==> config.mk <==
export PLATFORM = sky130hd
export DESIGN_NAME = xlate_top
export DESIGN_NICKNAME = d
export VERILOG_FILES = /design/src/rtl/xlate_pkg.sv /design/src/rtl/xlate_rights.sv /design/src/rtl/xlate_tlb.sv /design/src/rtl/xlate_ctrl.sv /design/src/rtl/xlate_top.sv
export SDC_FILE = /design/constraint.sdc
export NUM_CORES = 1
export LEC_CHECK = 0
export CORE_UTILIZATION = 64
export CTS_BUF_LIST = sky130_fd_sc_hd__clkbuf_4 sky130_fd_sc_hd__clkbuf_8 sky130_fd_sc_hd__clkbuf_16
export DETAILED_ROUTE_END_ITERATION = 10
export MAX_ROUTING_LAYER = met4
export PLACE_DENSITY = 0.87
export REMOVE_ABC_BUFFERS = 1
export SLEW_MARGIN = 10
export SYNTH_ARGS = -nofsm -noshare
export SYNTH_HDL_FRONTEND = slang
export SYNTH_HIERARCHICAL = 1
export SYNTH_SLANG_ARGS = --single-unit
==> constraint.sdc <==
create_clock -name clk -period 10.3 [get_ports clk]
set_input_delay 2.06 -clock clk [delete_from_list [all_inputs] [get_ports clk]]
set_output_delay 2.06 -clock clk [all_outputs]
set_load 0.02 [all_outputs]
==> src/rtl/xlate_pkg.sv <==
package xlate_pkg;
    localparam int VA_W   = 32;
    localparam int OFF_W  = 18;
    localparam int PA_W   = 29;
    localparam int VPN_W  = VA_W - OFF_W;
    localparam int PPN_W  = PA_W - OFF_W;
    localparam int RGT_W  = 4;
    localparam int PTE_W  = PPN_W + RGT_W + 2;
    localparam int STRIDE = 2;

    typedef enum logic [1:0] {ACC_LOAD = 2'd0, ACC_STORE = 2'd1, ACC_FETCH = 2'd2} acc_e;
    typedef enum logic [1:0] {FLT_NONE = 2'd0, FLT_PAGE = 2'd1, FLT_PROT = 2'd2} flt_e;
    typedef enum logic [1:0] {ST_IDLE, ST_WALK, ST_RESP} st_e;

    typedef struct packed {
        logic             valid;
        logic             dirty;
        logic [RGT_W-1:0] rights;
        logic [PPN_W-1:0] ppn;
    } pte_t;

    typedef struct packed {
        logic             valid;
        logic [VPN_W-1:0] vpn;
        logic             dirty;
        logic [RGT_W-1:0] rights;
        logic [PPN_W-1:0] ppn;
    } tlb_ent_t;

    function automatic logic right_ok(acc_e kind, logic [RGT_W-1:0] r);
        case (kind)
            ACC_LOAD:  return r[0];
            ACC_STORE: return r[1];
            ACC_FETCH: return r[2];
            default:   return 1'b0;
        endcase
    endfunction

    function automatic logic [PA_W-1:0] pte_addr(logic [PA_W-1:0] base, logic [VPN_W-1:0] vpn);
        return base + PA_W'({vpn, {STRIDE{1'b0}}});
    endfunction
endpackage

==> src/rtl/xlate_rights.sv <==
module xlate_rights
    import xlate_pkg::*;
(
    input  acc_e             kind,
    input  logic             pvalid,
    input  logic [RGT_W-1:0] rights,
    output flt_e             fault
);
    always_comb begin
        if (!pvalid)
            fault = FLT_PAGE;
        else if (!right_ok(kind, rights))
            fault = FLT_PROT;
        else
            fault = FLT_NONE;
    end
endmodule

==> src/rtl/xlate_tlb.sv <==
module xlate_tlb
    import xlate_pkg::*;
#(
    parameter  int ENTRIES = 8,
    localparam int IDX_W   = (ENTRIES > 1) ? $clog2(ENTRIES) : 1
) (
    input  logic             clk,
    input  logic             rst,
    input  logic             flush,
    input  logic [VPN_W-1:0] lk_vpn,
    output logic             lk_hit,
    output logic [IDX_W-1:0] lk_idx,
    output tlb_ent_t         lk_ent,
    input  logic             ins_en,
    input  tlb_ent_t         ins_ent,
    input  logic             dset_en,
    input  logic [IDX_W-1:0] dset_idx
);
    tlb_ent_t           slot [ENTRIES];
    logic [ENTRIES-1:0] hv;
    logic [IDX_W-1:0]   rr;

    for (genvar g = 0; g < ENTRIES; g++) begin : g_cmp
        assign hv[g] = slot[g].valid && (slot[g].vpn == lk_vpn);
    end

    always_comb begin
        lk_idx = '0;
        for (int i = 0; i < ENTRIES; i++)
            if (hv[i]) lk_idx = IDX_W'(i);
        lk_hit = |hv;
        lk_ent = slot[lk_idx];
    end

    always_ff @(posedge clk) begin
        if (rst) begin
            for (int i = 0; i < ENTRIES; i++) slot[i] <= '0;
            rr <= '0;
        end else if (flush) begin
            for (int i = 0; i < ENTRIES; i++) slot[i].valid <= 1'b0;
            rr <= '0;
        end else begin
            if (ins_en) begin
                slot[rr] <= ins_ent;
                rr <= (rr == IDX_W'(ENTRIES - 1)) ? '0 : rr + 1'b1;
            end
            if (dset_en) slot[dset_idx].dirty <= 1'b1;
        end
    end


    tlb_onehot_chk: assert property (@(posedge clk) disable iff (rst) $onehot0(hv))
        else $error("tlb_onehot_chk");


    flush_clear_chk: assert property (@(posedge clk) disable iff (rst) flush |=> !lk_hit)
        else $error("flush_clear_chk");
endmodule

==> src/rtl/xlate_ctrl.sv <==
module xlate_ctrl
    import xlate_pkg::*;
#(
    parameter int IDX_W = 3
) (
    input  logic             clk,
    input  logic             rst,
    input  logic             flush,
    input  logic [PA_W-1:0]  ptbr,
    input  logic             req_valid,
    output logic             req_ready,
    input  logic [VA_W-1:0]  req_vaddr,
    input  logic [1:0]       req_kind,
    output logic             resp_valid,
    output logic [PA_W-1:0]  resp_paddr,
    output logic [1:0]       resp_fault,
    output logic             resp_dirty,
    output logic             mem_req,
    output logic [PA_W-1:0]  mem_addr,
    input  logic             mem_ack,
    input  logic [PTE_W-1:0] mem_rdata,
    output logic [VPN_W-1:0] lk_vpn,
    input  logic             lk_hit,
    input  logic [IDX_W-1:0] lk_idx,
    input  tlb_ent_t         lk_ent,
    output logic             ins_en,
    output tlb_ent_t         ins_ent,
    output logic             dset_en,
    output logic [IDX_W-1:0] dset_idx,
    output acc_e             chk_kind,
    output logic             chk_valid,
    output logic [RGT_W-1:0] chk_rights,
    input  flt_e             chk_fault
);
    st_e              st;
    logic [VPN_W-1:0] r_vpn;
    logic [OFF_W-1:0] r_off;
    acc_e             r_kind;
    pte_t             wpte;
    logic             in_walk, accept, ok, st_ok;

    assign wpte      = pte_t'(mem_rdata);
    assign in_walk   = (st == ST_WALK);
    assign req_ready = (st == ST_IDLE) && !flush;
    assign accept    = req_valid && req_ready;
    assign lk_vpn    = req_vaddr[VA_W-1:OFF_W];

    assign chk_kind   = in_walk ? r_kind : acc_e'(req_kind);
    assign chk_valid  = in_walk ? wpte.valid : 1'b1;
    assign chk_rights = in_walk ? wpte.rights : lk_ent.rights;
    assign ok         = (chk_fault == FLT_NONE);
    assign st_ok      = ok && (chk_kind == ACC_STORE);

    assign mem_req  = in_walk;
    assign mem_addr = pte_addr(ptbr, r_vpn);

    assign ins_en  = in_walk && mem_ack && !flush && wpte.valid;
    assign ins_ent = '{valid: 1'b1, vpn: r_vpn, dirty: wpte.dirty | st_ok,
                       rights: wpte.rights, ppn: wpte.ppn};

    assign dset_en  = accept && lk_hit && st_ok;
    assign dset_idx = lk_idx;

    assign resp_valid = (st == ST_RESP);

    always_ff @(posedge clk) begin
        if (rst) begin
            st         <= ST_IDLE;
            r_vpn      <= '0;
            r_off      <= '0;
            r_kind     <= ACC_LOAD;
            resp_paddr <= '0;
            resp_fault <= FLT_NONE;
            resp_dirty <= 1'b0;
        end else begin
            case (st)
                ST_IDLE: begin
                    if (accept) begin
                        r_vpn  <= req_vaddr[VA_W-1:OFF_W];
                        r_off  <= req_vaddr[OFF_W-1:0];
                        r_kind <= acc_e'(req_kind);
                        if (lk_hit) begin
                            resp_paddr <= ok ? {lk_ent.ppn, req_vaddr[OFF_W-1:0]} : '0;
                            resp_fault <= chk_fault;
                            resp_dirty <= ok && (lk_ent.dirty || st_ok);
                            st         <= ST_RESP;
                        end else begin
                            st <= ST_WALK;
                        end
                    end
                end
                ST_WALK: begin
                    if (flush) begin
                        st <= ST_IDLE;
                    end else if (mem_ack) begin
                        resp_paddr <= ok ? {wpte.ppn, r_off} : '0;
                        resp_fault <= chk_fault;
                        resp_dirty <= ok && (wpte.dirty || st_ok);
                        st         <= ST_RESP;
                    end
                end
                default: st <= ST_IDLE;
            endcase
        end
    end


    hit_resp_chk: assert property (@(posedge clk) disable iff (rst)
        accept && lk_hit |=> resp_valid && !mem_req)
        else $error("hit_resp_chk");


    walk_hold_chk: assert property (@(posedge clk) disable iff (rst)
        mem_req && !mem_ack && !flush |=> mem_req && $stable(mem_addr))
        else $error("walk_hold_chk");


    abort_chk: assert property (@(posedge clk) disable iff (rst)
        mem_req && flush |=> !resp_valid && !mem_req)
        else $error("abort_chk");


    one_out_chk: assert property (@(posedge clk) disable iff (rst)
        resp_valid |-> !req_ready)
        else $error("one_out_chk");


    page_fault_chk: assert property (@(posedge clk) disable iff (rst)
        mem_req && mem_ack && !flush && !wpte.valid |=> resp_valid && resp_fault == FLT_PAGE)
        else $error("page_fault_chk");
endmodule

==> src/rtl/xlate_top.sv <==
module xlate_top
    import xlate_pkg::*;
#(
    parameter int TLB_ENTRIES = 8
) (
    input  logic         clk,
    input  logic         rst,
    input  logic         flush,
    input  logic [28:0]  ptbr,
    input  logic         req_valid,
    output logic         req_ready,
    input  logic [31:0]  req_vaddr,
    input  logic [1:0]   req_kind,
    output logic         resp_valid,
    output logic [28:0]  resp_paddr,
    output logic [1:0]   resp_fault,
    output logic         resp_dirty,
    output logic         mem_req,
    output logic [28:0]  mem_addr,
    input  logic         mem_ack,
    input  logic [16:0]  mem_rdata
);
    localparam int IDX_W = (TLB_ENTRIES > 1) ? $clog2(TLB_ENTRIES) : 1;

    logic [VPN_W-1:0] lk_vpn;
    logic             lk_hit, ins_en, dset_en, chk_valid;
    logic [IDX_W-1:0] lk_idx, dset_idx;
    tlb_ent_t         lk_ent, ins_ent;
    acc_e             chk_kind;
    logic [RGT_W-1:0] chk_rights;
    flt_e             chk_fault;

    xlate_tlb #(.ENTRIES(TLB_ENTRIES)) u_tlb (
        .clk(clk), .rst(rst), .flush(flush),
        .lk_vpn(lk_vpn), .lk_hit(lk_hit), .lk_idx(lk_idx), .lk_ent(lk_ent),
        .ins_en(ins_en), .ins_ent(ins_ent),
        .dset_en(dset_en), .dset_idx(dset_idx)
    );

    xlate_rights u_rights (
        .kind(chk_kind), .pvalid(chk_valid), .rights(chk_rights), .fault(chk_fault)
    );

    xlate_ctrl #(.IDX_W(IDX_W)) u_ctrl (
        .clk(clk), .rst(rst), .flush(flush), .ptbr(ptbr),
        .req_valid(req_valid), .req_ready(req_ready),
        .req_vaddr(req_vaddr), .req_kind(req_kind),
        .resp_valid(resp_valid), .resp_paddr(resp_paddr),
        .resp_fault(resp_fault), .resp_dirty(resp_dirty),
        .mem_req(mem_req), .mem_addr(mem_addr),
        .mem_ack(mem_ack), .mem_rdata(mem_rdata),
        .lk_vpn(lk_vpn), .lk_hit(lk_hit), .lk_idx(lk_idx), .lk_ent(lk_ent),
        .ins_en(ins_en), .ins_ent(ins_ent),
        .dset_en(dset_en), .dset_idx(dset_idx),
        .chk_kind(chk_kind), .chk_valid(chk_valid),
        .chk_rights(chk_rights), .chk_fault(chk_fault)
    );
endmodule

# After elaboration in Yosys (flattened, before gate mapping)
# Memory sizes are Yosys's and may differ from the RTL's.
# Cells that the tools add are included.
[totals] reg_bits=71 latchBits=0 mem_bits_rw=248 romBits=0 input_bits=85 out_inout_bits=64 memories=1
[memory_table] name="u_tlb.slot" words=8 word_bits=31 rd=9 rd_ports_with_merged_regs=0 wr=8 line="xlate_tlb.sv:19" rtl="tlb_ent_t slot [ENTRIES];"
[op_classes] add_sub_neg=2 mul=0 n_div=0 magnitude_cmp=0 eq_ne=18 n_shift=0 n_mux=64 n_bitwise=9 reduce_logical=32
[op_table] operator="$mux W29" n=6
[op_table] operator="$eq A14 B14 Y1" n=8
[op_table] operator="$mux W31" n=2
[op_table] operator="$reduce_or A31 Y1" n=2
[op_table] operator="$pmux W29 S2" n=1
[op_table] operator="$add A29 B16 Y29" n=1
[op_table] operator="$mux W1" n=28
[op_table] operator="$mux W2" n=14
[op_table] operator="$mux W3" n=9
[op_table] operator="$logic_and A1 B1 Y1" n=18
[op_table] operator="$or A1 B1 Y1" n=9
[op_table] operator="$pmux W2 S2" n=2
[op_table] operator="$reduce_or A8 Y1" n=1
[op_table] operator="$logic_not A2 Y1" n=3
[op_table] operator="$reduce_and A5 Y1" n=1
[op_table] operator="$eq A2 B1 Y1 const B" n=2
[op_table] operator="$eq A2 B2 Y1 const B" n=2
[op_table] operator="$ne A2 B1 Y1 const B" n=2
[op_table] operator="$ne A2 B2 Y1 const B" n=2
[op_table] operator="$reduce_and A2 Y1" n=2
[op_table] operator="$add A3 B1 Y3 const B" n=1
[op_table] operator="$eq A3 B3 Y1 const B" n=1
[op_table] operator="$ne A3 B3 Y1 const B" n=1
[op_table] operator="$pmux W1 S3" n=1
[op_table] operator="other kinds (5)" n=6

# Longest topological paths before layout
# Gate-level depths: netlist of the first run.
# An unclocked memory read counts as a cell.
[depth] word_depth=25 mapped_depth=24 depth_no_buf=18

# Modules after synthesis
# Netlist of the first run, hierarchy kept.
[by_module_without_submodules] mod="xlate_tlb" instances=1 cells_each=1152 area_per_inst_um2=13765.7 seq_area_each_um2=7427.1
[by_module_without_submodules] mod="xlate_ctrl" instances=1 cells_each=536 area_per_inst_um2=4063.9 seq_area_each_um2=1361.3
[by_module_without_submodules] mod="xlate_rights" instances=1 cells_each=4 area_per_inst_um2=28.8 seq_area_each_um2=0.0

# Least setup slack after synthesis of the first run
# No wires, ideal clock.
[synth_timing] path_kind="in2out" from="in ptbr[7]" to="out mem_addr[24]" t_arrival_ns=4.064 required_time_ns=8.240 slack_ns=4.176 path_stages=7 n_path_buf=0 path_cell_list="ha_1 a21o_1 a211o_1 o21ba_4 a2111oi_4 nor3_1 xor2_1"
[synth_between] elab_chain_cells=1
[synth_rtl] item="start: declaration" line="xlate_top.sv:9" rtl="input logic [28:0] ptbr,"
[synth_rtl] item="$add A29 B16 Y29" line="xlate_pkg.sv:40" rtl="return base + PA_W'({vpn, {STRIDE{1'b0}}});"
[synth_rtl] item="end: declaration" line="xlate_top.sv:19" rtl="output logic [28:0] mem_addr,"
# Every way passes these cells.

==> key figures, run 1 <==
Run status
  • Status: complete, no violations

Timing
  • Final setup violation count: 0
  • Slew headroom: 0.230
  • Worst-Margin Slew: between 1 and 1.5 ns
  • Max-slew violations: 0
  • Tmin final: ~7.9 ns
  • Crit share post-route: 0.769
  • Fin Hold WS: about 0.45 ns
  • TNS Setup: 0 ns
  • Peak Freq: 126 MHz
  • Skew final: slightly above 0.01 ns
  • Unrepaired setup endpoints after global routing: no
  • Hold Vio Cnt, Final: 0

Setup path
  • CP Launch Type: primary input
  • Required time worst endpoint: 10.75 ns
  • CP arrival: about 8.4 ns
  • Cell family with most CP delay: simple AND/OR/NAND/NOR gates
  • Buf/Inv on CP: 1
  • Length in cells of the worst reg-to-reg path: 17
  • CP Capture Type: register
  • Crit Path Category: primary input to register
  • Worst r2r dst: u_tlb/slot[2][15]$_DFF_P_
  • Worst path slowest cell: a21boi_4
  • Reg-to-reg critical path startpoint: u_tlb/slot[6][25]$_DFFE_PP_
  • Worst-path fanout max: 31
  • Worst path cell trace: clkdlybuf4s50_1 > xnor2_1 > nand4_1 > or4_1 > a21boi_4 > a221oi_1 > nor3_1 > nand2_1 > nand2_1 > mux2i_1 > o221a_1 > or2_2 > a21o_1 > nor2_1 > nand2_1 > nor2_1 > nand3b_1 > o311ai_0
  • Levels on crit path: 18
  • Crit path from: req_vaddr[19]
  • End point of the critical path: u_tlb/slot[2][15]$_DFF_P_
  • R2r setup slk: between 4 and 5 ns
  • CP max stage delay: between 1 and 1.5 ns
  • Most frequent CP cell: nand2_1

Floorplan
  • Core Region: 0.0252 mm²
  • Die area: 0.0262 mm²
  • Initial Util: 0.651
  • I/O pin count: 149
  • Die height: around 160 µm
  • Rows: between 50 and 60
  • Die width: roughly 160 µm

CTS
  • Maximum level of the CTS H-tree: 1
  • CTS tree: built
  • Root Buffer: clkbuf_16
  • CTS buffer count: 31
  • Post-CTS resize count: 0
  • Maximum buffer depth of the clock tree: 3
  • CTS clk-pin slew, worst paths: 0.06 ns
  • Hold buffer count at cts: 0
  • Clk sinks: between 300 and 400
  • Worst skew pair latency: about 0.57 ns
  • Post-CTS repair timing setup buffer count: 0

Placement
  • PortBufs: about 140
  • Post-DP Area: approximately 0.018 mm²
  • Routability Congestion: about 0.9
  • Post-DP HPWL: around 26 mm

Routing
  • Final wirelength: ~43 mm
  • Vias: about 12,000
  • WL per Instance: about 22 µm
  • Vias/cell: approximately 6.4
  • Drt drc: 0
  • Post-route antenna net violation count: 0
  • Initial DRC Count: approximately 1,400
  • TritonRoute pass-1 iters: 6

Layout
  • Multi-input gate area: between 0.006 and 0.007 mm²
  • Area growth from synthesis to layout: 13.5%
  • Fin area: around 0.019 mm²
  • Util after Layout: 0.739
  • FILL cells: roughly 1,700
  • Reg area: around 0.0085 mm²
  • Post-layout nets: around 1,700
  • Fraction of layout cells with a size suffix above 1: 0.0869

Pwr
  • Leak: 6.94 nW
  • VDD IR max: roughly 0.12 mV
  • Power per cell area: around 150 mW/mm²

GRT
  • Remaining Overflow, GRT: 0
  • GRT Resource Usage Total: 0.334
  • Vias in the first global route: 12,100
  • Antenna violations before repair: 0
  • Largest net degree at the start of global routing: 63
  • First-pass GRT wire length: 65.2 mm

Min path
  • Min-delay src: u_ctrl/r_off[16]$_SDFFE_PP0P_
  • Hold crit path type: register to register

Synthesis
  • Gate Count Post-Synth: 1,518
  • Syn Area/Cell: roughly 11 µm²
  • Synth Cell Area: 0.0164 mm²
  • Synth warnings: 6

Run
  • Max-Cap Viols: 0
[layout make-up]
cell class	instances	area share
Timing Repair Buffer	162	0.0844
Tap cell	330	0.0222
Clock buffer	46	0.0478
Antenna cell	1	0.000135
Sequential cell	311	0.460
Multi-Input combinational cell	1040	0.375
Inverter	17	0.00343
Clock inverter	12	0.00706
[flip-flops by register name, summed over array words and instances, names as in the netlist]
signal	count
u_tlb/slot	240
u_ctrl/resp_paddr	29
u_ctrl/r_off	18
u_ctrl/r_vpn	14
u_tlb/rr	3
u_ctrl/r_kind	2
u_ctrl/resp_fault	2
u_ctrl/st	2
u_ctrl/resp_dirty	1
[per-layer routing]
metal  vias up  share of wire  track usage
li1       5495              -            -
met5         -              0            -
met4         0          0.036        0.138
met1      5872           0.38        0.416
met3       146          0.097       0.0549
met2       786           0.48        0.544
[report_power, final]
part	internal [W]	total, W	switching [W]
clock	0.000651	0.00112	0.000471
sequential	0.00138	0.00141	0.0000289
combinational	0.000117	0.000288	0.000171
[placed cells by master (no fill, tap or decap), types with 15 or more instances in the layout]
| master | instances |
|---|---|
| and2_1 | 236 |
| edfxtp_1 | 232 |
| clkdlybuf4s50_1 | 142 |
| nand2_1 | 119 |
| xnor2_1 | 104 |
| dfxtp_1 | 79 |
| a21oi_1 | 75 |
| nor2_1 | 58 |
| nor3_1 | 55 |
| nand4_1 | 46 |
| nor4_1 | 41 |
| nand3_1 | 36 |
| mux2i_1 | 36 |
| clkbuf_16 | 31 |
| xor2_1 | 26 |
| a21o_1 | 21 |
| buf_4 | 19 |
| a221oi_1 | 17 |
| nor4_2 | 17 |
| inv_1 | 16 |
| ha_1 | 16 |
| clkbuf_4 | 15 |
| o2111a_1 | 15 |
| o221a_2 | 15 |
[tightest hold or removal path, delay by kind of cell (launching register included)]
| kind | cells | cell delay, ns |
|---|---|---|
| compound gates | 1 | 0.05 |
| simple gates | 1 | 0.05 |
| flops | 1 | 0.30 |
[how the worst min path moves through the flow]
stage,end,cells past startpoint
after floorplan,u_ctrl/r_off[0]$_SDFFE_PP0P_,2
after global placement,u_ctrl/r_off[7]$_SDFFE_PP0P_,2
after detailed placement,u_ctrl/r_off[16]$_SDFFE_PP0P_,2
after CTS,u_ctrl/r_off[16]$_SDFFE_PP0P_,2
after global routing,u_ctrl/r_off[9]$_SDFFE_PP0P_,2
final,u_ctrl/r_off[16]$_SDFFE_PP0P_,2
[stage by stage]
| stage | instances | worst slack (ns) | total power [W] |
|---|---|---|---|
| floorplan | 1368 | 3.80 | 0.00158 |
| global placement | 1860 | 2.21 | 0.00171 |
| detailed placement | 1860 | 1.98 | 0.00172 |
| CTS | 1918 | 2.61 | 0.00282 |
| global route | 1918 | 2.36 | 0.00290 |
| finish | 1919 | 2.38 | 0.00282 |
Note: power is estimated with default switching activity, not from simulation.
==> run 2, diff against run 1 <==
- CORE_UTILIZATION: 64 -> 53
- PLACE_DENSITY: 0.87 -> 0.77
- clock period: 10.3 -> 6.92 ns (I/O delays scaled with it)
==> run 2 against run 1 <==
Against the previous run: cell count grew 5.1%; die area increased by 20%; routed wire length increased by 0.16%; first-iteration DRC count decreased by 6.8%; cell area rose by 2.0%; largest power group unchanged.
==> key figures, run 2 (synthesis results as in run 1) <==
Placement
  • PortBufs: 143 (unchanged)
  • Dpl cells: 1,955 (+5.1%)
  • Post-DP Area: 0.0179 mm² (+1.7%)
  • Post-DP HPWL: 27.0 mm (+4.9%)
  • Routability Congestion: 0.916 (+1.8%)

Setup path
  • CP Launch Type: primary input
  • Crit Path Category: primary input to register
  • Reg-to-reg critical path startpoint: u_tlb/slot[5][22]$_DFFE_PP_
  • Worst r2r dst: u_tlb/slot[6][15]$_DFF_P_
  • Worst-path fanout max: 14 (-55%)
  • R2r setup slk: 2.29 ns (-2.23 ns)
  • CP arrival: 6.54 ns (-1.83 ns)
  • CP Capture Type: register
  • Length in cells of the worst reg-to-reg path: 18 (+1)
  • Required time worst endpoint: 7.31 ns (-3.44 ns)

Layout
  • Diode count: 0 (-1)
  • Most common cell after layout, fill and taps aside: and2_1
  • Area growth from synthesis to layout: 15.8%
  • Max reg flops: 240 (unchanged)
  • Most frequent cells in the layout: and2_1 (236), edfxtp_1 (232), clkdlybuf4s50_1 (142)
  • Fraction of layout cells with a size suffix above 1: 0.104 (+0.0174)
  • Post-layout nets: 1,698 (+2.0%)
  • Largest Register: u_tlb/slot
  • Fin area: 0.0190 mm² (+2.0%)
  • Util after Layout: 0.622 (-0.117)
  • Regs by FF count: u_tlb/slot x240, u_ctrl/resp_paddr x29, u_ctrl/r_off x18
  • FILL cells: 2,393 (+44%)
  • Final cell count without fillers: 2,017 (+5.1%)

Pwr
  • Leak: 7.11 nW (+2.6%)
  • Logic pwr share: 0.100 (-0.002)
  • P_int: 0.00330 W (+53%)
  • NetSw: 0.00104 W (+54%)
  • VDD IR max: 0.160 mV (+38%)
  • Clock network fraction of total power: 0.415 (+0.017)
  • Power per cell area: 228 mW/mm² (+50%)
  • Seq pwr share: 0.485 (-0.015)
  • Sw Share: 0.239 (+0.00126)

Floorplan
  • I/O pin count: 149 (unchanged)
  • Core Region: 0.0305 mm² (+21%)
  • Die area: 0.0316 mm² (+20%)
  • Die width: 178 µm (+9.8%)
  • Rows: 64 (+10%)
  • Initial Util: 0.537 (-0.114)
  • Die height: 178 µm (+9.8%)

CTS
  • Post-CTS resize count: 0 (unchanged)
  • CTS clk-pin slew, worst paths: 0.06 ns (about the same)
  • Root Buffer: clkbuf_16
  • Post-CTS repair timing setup buffer count: 0 (unchanged)
  • Hold buffer count at cts: 0 (unchanged)
  • Clk sinks: 311 (unchanged)
  • Maximum buffer depth of the clock tree: 3 (unchanged)
  • CTS buffer count: 35 (+13%)
  • Worst skew pair latency: 0.51 ns (-0.06 ns)
  • Maximum level of the CTS H-tree: 2 (+1)
  • CTS tree: built

Routing
  • Post-route antenna net violation count: 0 (unchanged)
  • Drt drc: 0 (unchanged)
  • Initial DRC Count: 1,301 (-6.8%)
  • Vias: 12,100 (-1.7%)
  • Uppermost routed layer: met4
  • WL per Instance: 21.2 µm (-4.7%)
  • M1 WL: 17.7 mm (+8.0%)
  • Vias/cell: 6.00 (-6.4%)
  • Final wirelength: 42.8 mm (+0.16%)
  • Met3 wire len: 3.20 mm (-23%)
  • TritonRoute pass-1 iters: 6 (unchanged)
  • Met2 WL: 21.0 mm (+2.0%)

GRT
  • Vias in the first global route: 11,800 (-3.0%)
  • GRT Resource Usage Total: 0.282 (-0.0523)
  • Remaining Overflow, GRT: 0 (unchanged)
  • Antenna violations before repair: 1 (+1)
  • Largest net degree at the start of global routing: 65 (+3.2%)
  • First-pass GRT wire length: 65.9 mm (+1.0%)

Min path
  • Hold crit path type: register to register
  • WHS Path Cells: 2 (unchanged)
  • Min-delay src: u_ctrl/r_off[14]$_SDFFE_PP0P_
  • Worst Hold End: u_ctrl/r_off[14]$_SDFFE_PP0P_

Timing
  • Skew final: 0.0291 ns (+0.0189 ns)
  • Worst-Margin Slew: 1.09 ns (-0.0599 ns)
  • Fin Hold WS: 0.453 ns (-0.00146 ns)
  • Slew headroom: 0.270 (+0.0402)
  • Peak Freq: ~160 MHz
  • Hold Vio Cnt, Final: 0 (unchanged)
  • Max-slew violations: 0 (unchanged)
  • Tmin final: 6.15 ns
  • Crit share post-route: 0.888
  • TNS Setup: 0 ns (unchanged)
  • Final setup violation count: 0 (unchanged)
  • Unrepaired setup endpoints after global routing: no

Run status
  • Status: complete, no violations

Run
  • Max-Cap Viols: 0 (unchanged)
## run 2: cell count changes in the layout (fill, tap and decap cells not counted), moves of 2 or more
cell	change
clkbuf_4	-6
clkinvlp_4	-2
buf_4	+29
clkinv_2	+2
clkbuf_16	+4
clkinv_1	+3
## run 2: per-layer routing
metal / GRT usage / up-vias
li1: - / 5556
met1: 0.355 / 5945
met2: 0.472 / 519
met3: 0.0428 / 75
met4: 0.0766 / 0
met5: - / -
## run 2: metrics by stage
step                worst slack [ns]  total power (W)
global route                   0.448          0.00446
floorplan                       1.09          0.00235
global placement               0.485          0.00255
CTS                            0.920          0.00435
finish                         0.773          0.00433
detailed placement             0.394          0.00257
## run 2: layout make-up
| type | instances | area (µm²) | share of cell area |
|---|---|---|---|
| multi-input cells | 1040 | 6980 | 0.368 |
| well taps | 396 | 495 | 0.0261 |
| flip-flops and latches | 311 | 8550 | 0.450 |
| inverters | 17 | 63.8 | 0.00336 |
| clock inverters | 17 | 146 | 0.00771 |
| repair buffers | 191 | 1790 | 0.0942 |
| clock buffers | 45 | 957 | 0.0504 |
## run 2: how the worst max path moves through the flow
stage | from | to | slack (ns)
after CTS | req_vaddr[26] | u_tlb/slot[2][15]$_DFF_P_ | 0.92
after floorplan | req_vaddr[25] | u_tlb/slot[2][15]$_DFF_P_ | 1.09
after global placement | req_vaddr[25] | u_tlb/slot[2][15]$_DFF_P_ | 0.49
after global routing | req_vaddr[26] | u_tlb/slot[2][15]$_DFF_P_ | 0.45
after detailed placement | req_vaddr[26] | u_tlb/slot[2][15]$_DFF_P_ | 0.39
final | req_vaddr[26] | u_tlb/slot[6][15]$_DFF_P_ | 0.77
## run 2: critical path, cell delays in order
cell and delay (ns):
clkdlybuf4s50_1 0.84, xnor2_2 0.38, nand4_1 0.12, or4_1 0.68, buf_4 0.28, nand2_1 0.41, o221a_2 0.29, a221oi_1 0.05
nor3_1 0.28, nand2_1 0.09, nand2_1 0.15, mux2i_1 0.09, o221a_1 0.25, or2_2 0.33, a21o_1 0.22, nor2_1 0.20
and3_1 0.26, nand3b_1 0.11, o311ai_0 0.12
## run 2: power groups by stage
stage                     sequential [W]  clock, W  combinational [W]
after CTS                        0.00210   0.00182           0.000431
after global routing             0.00210   0.00189           0.000466
final                            0.00210   0.00180           0.000434
after floorplan                  0.00212         0           0.000230
after detailed placement         0.00214         0           0.000428
after global placement           0.00213         0           0.000421
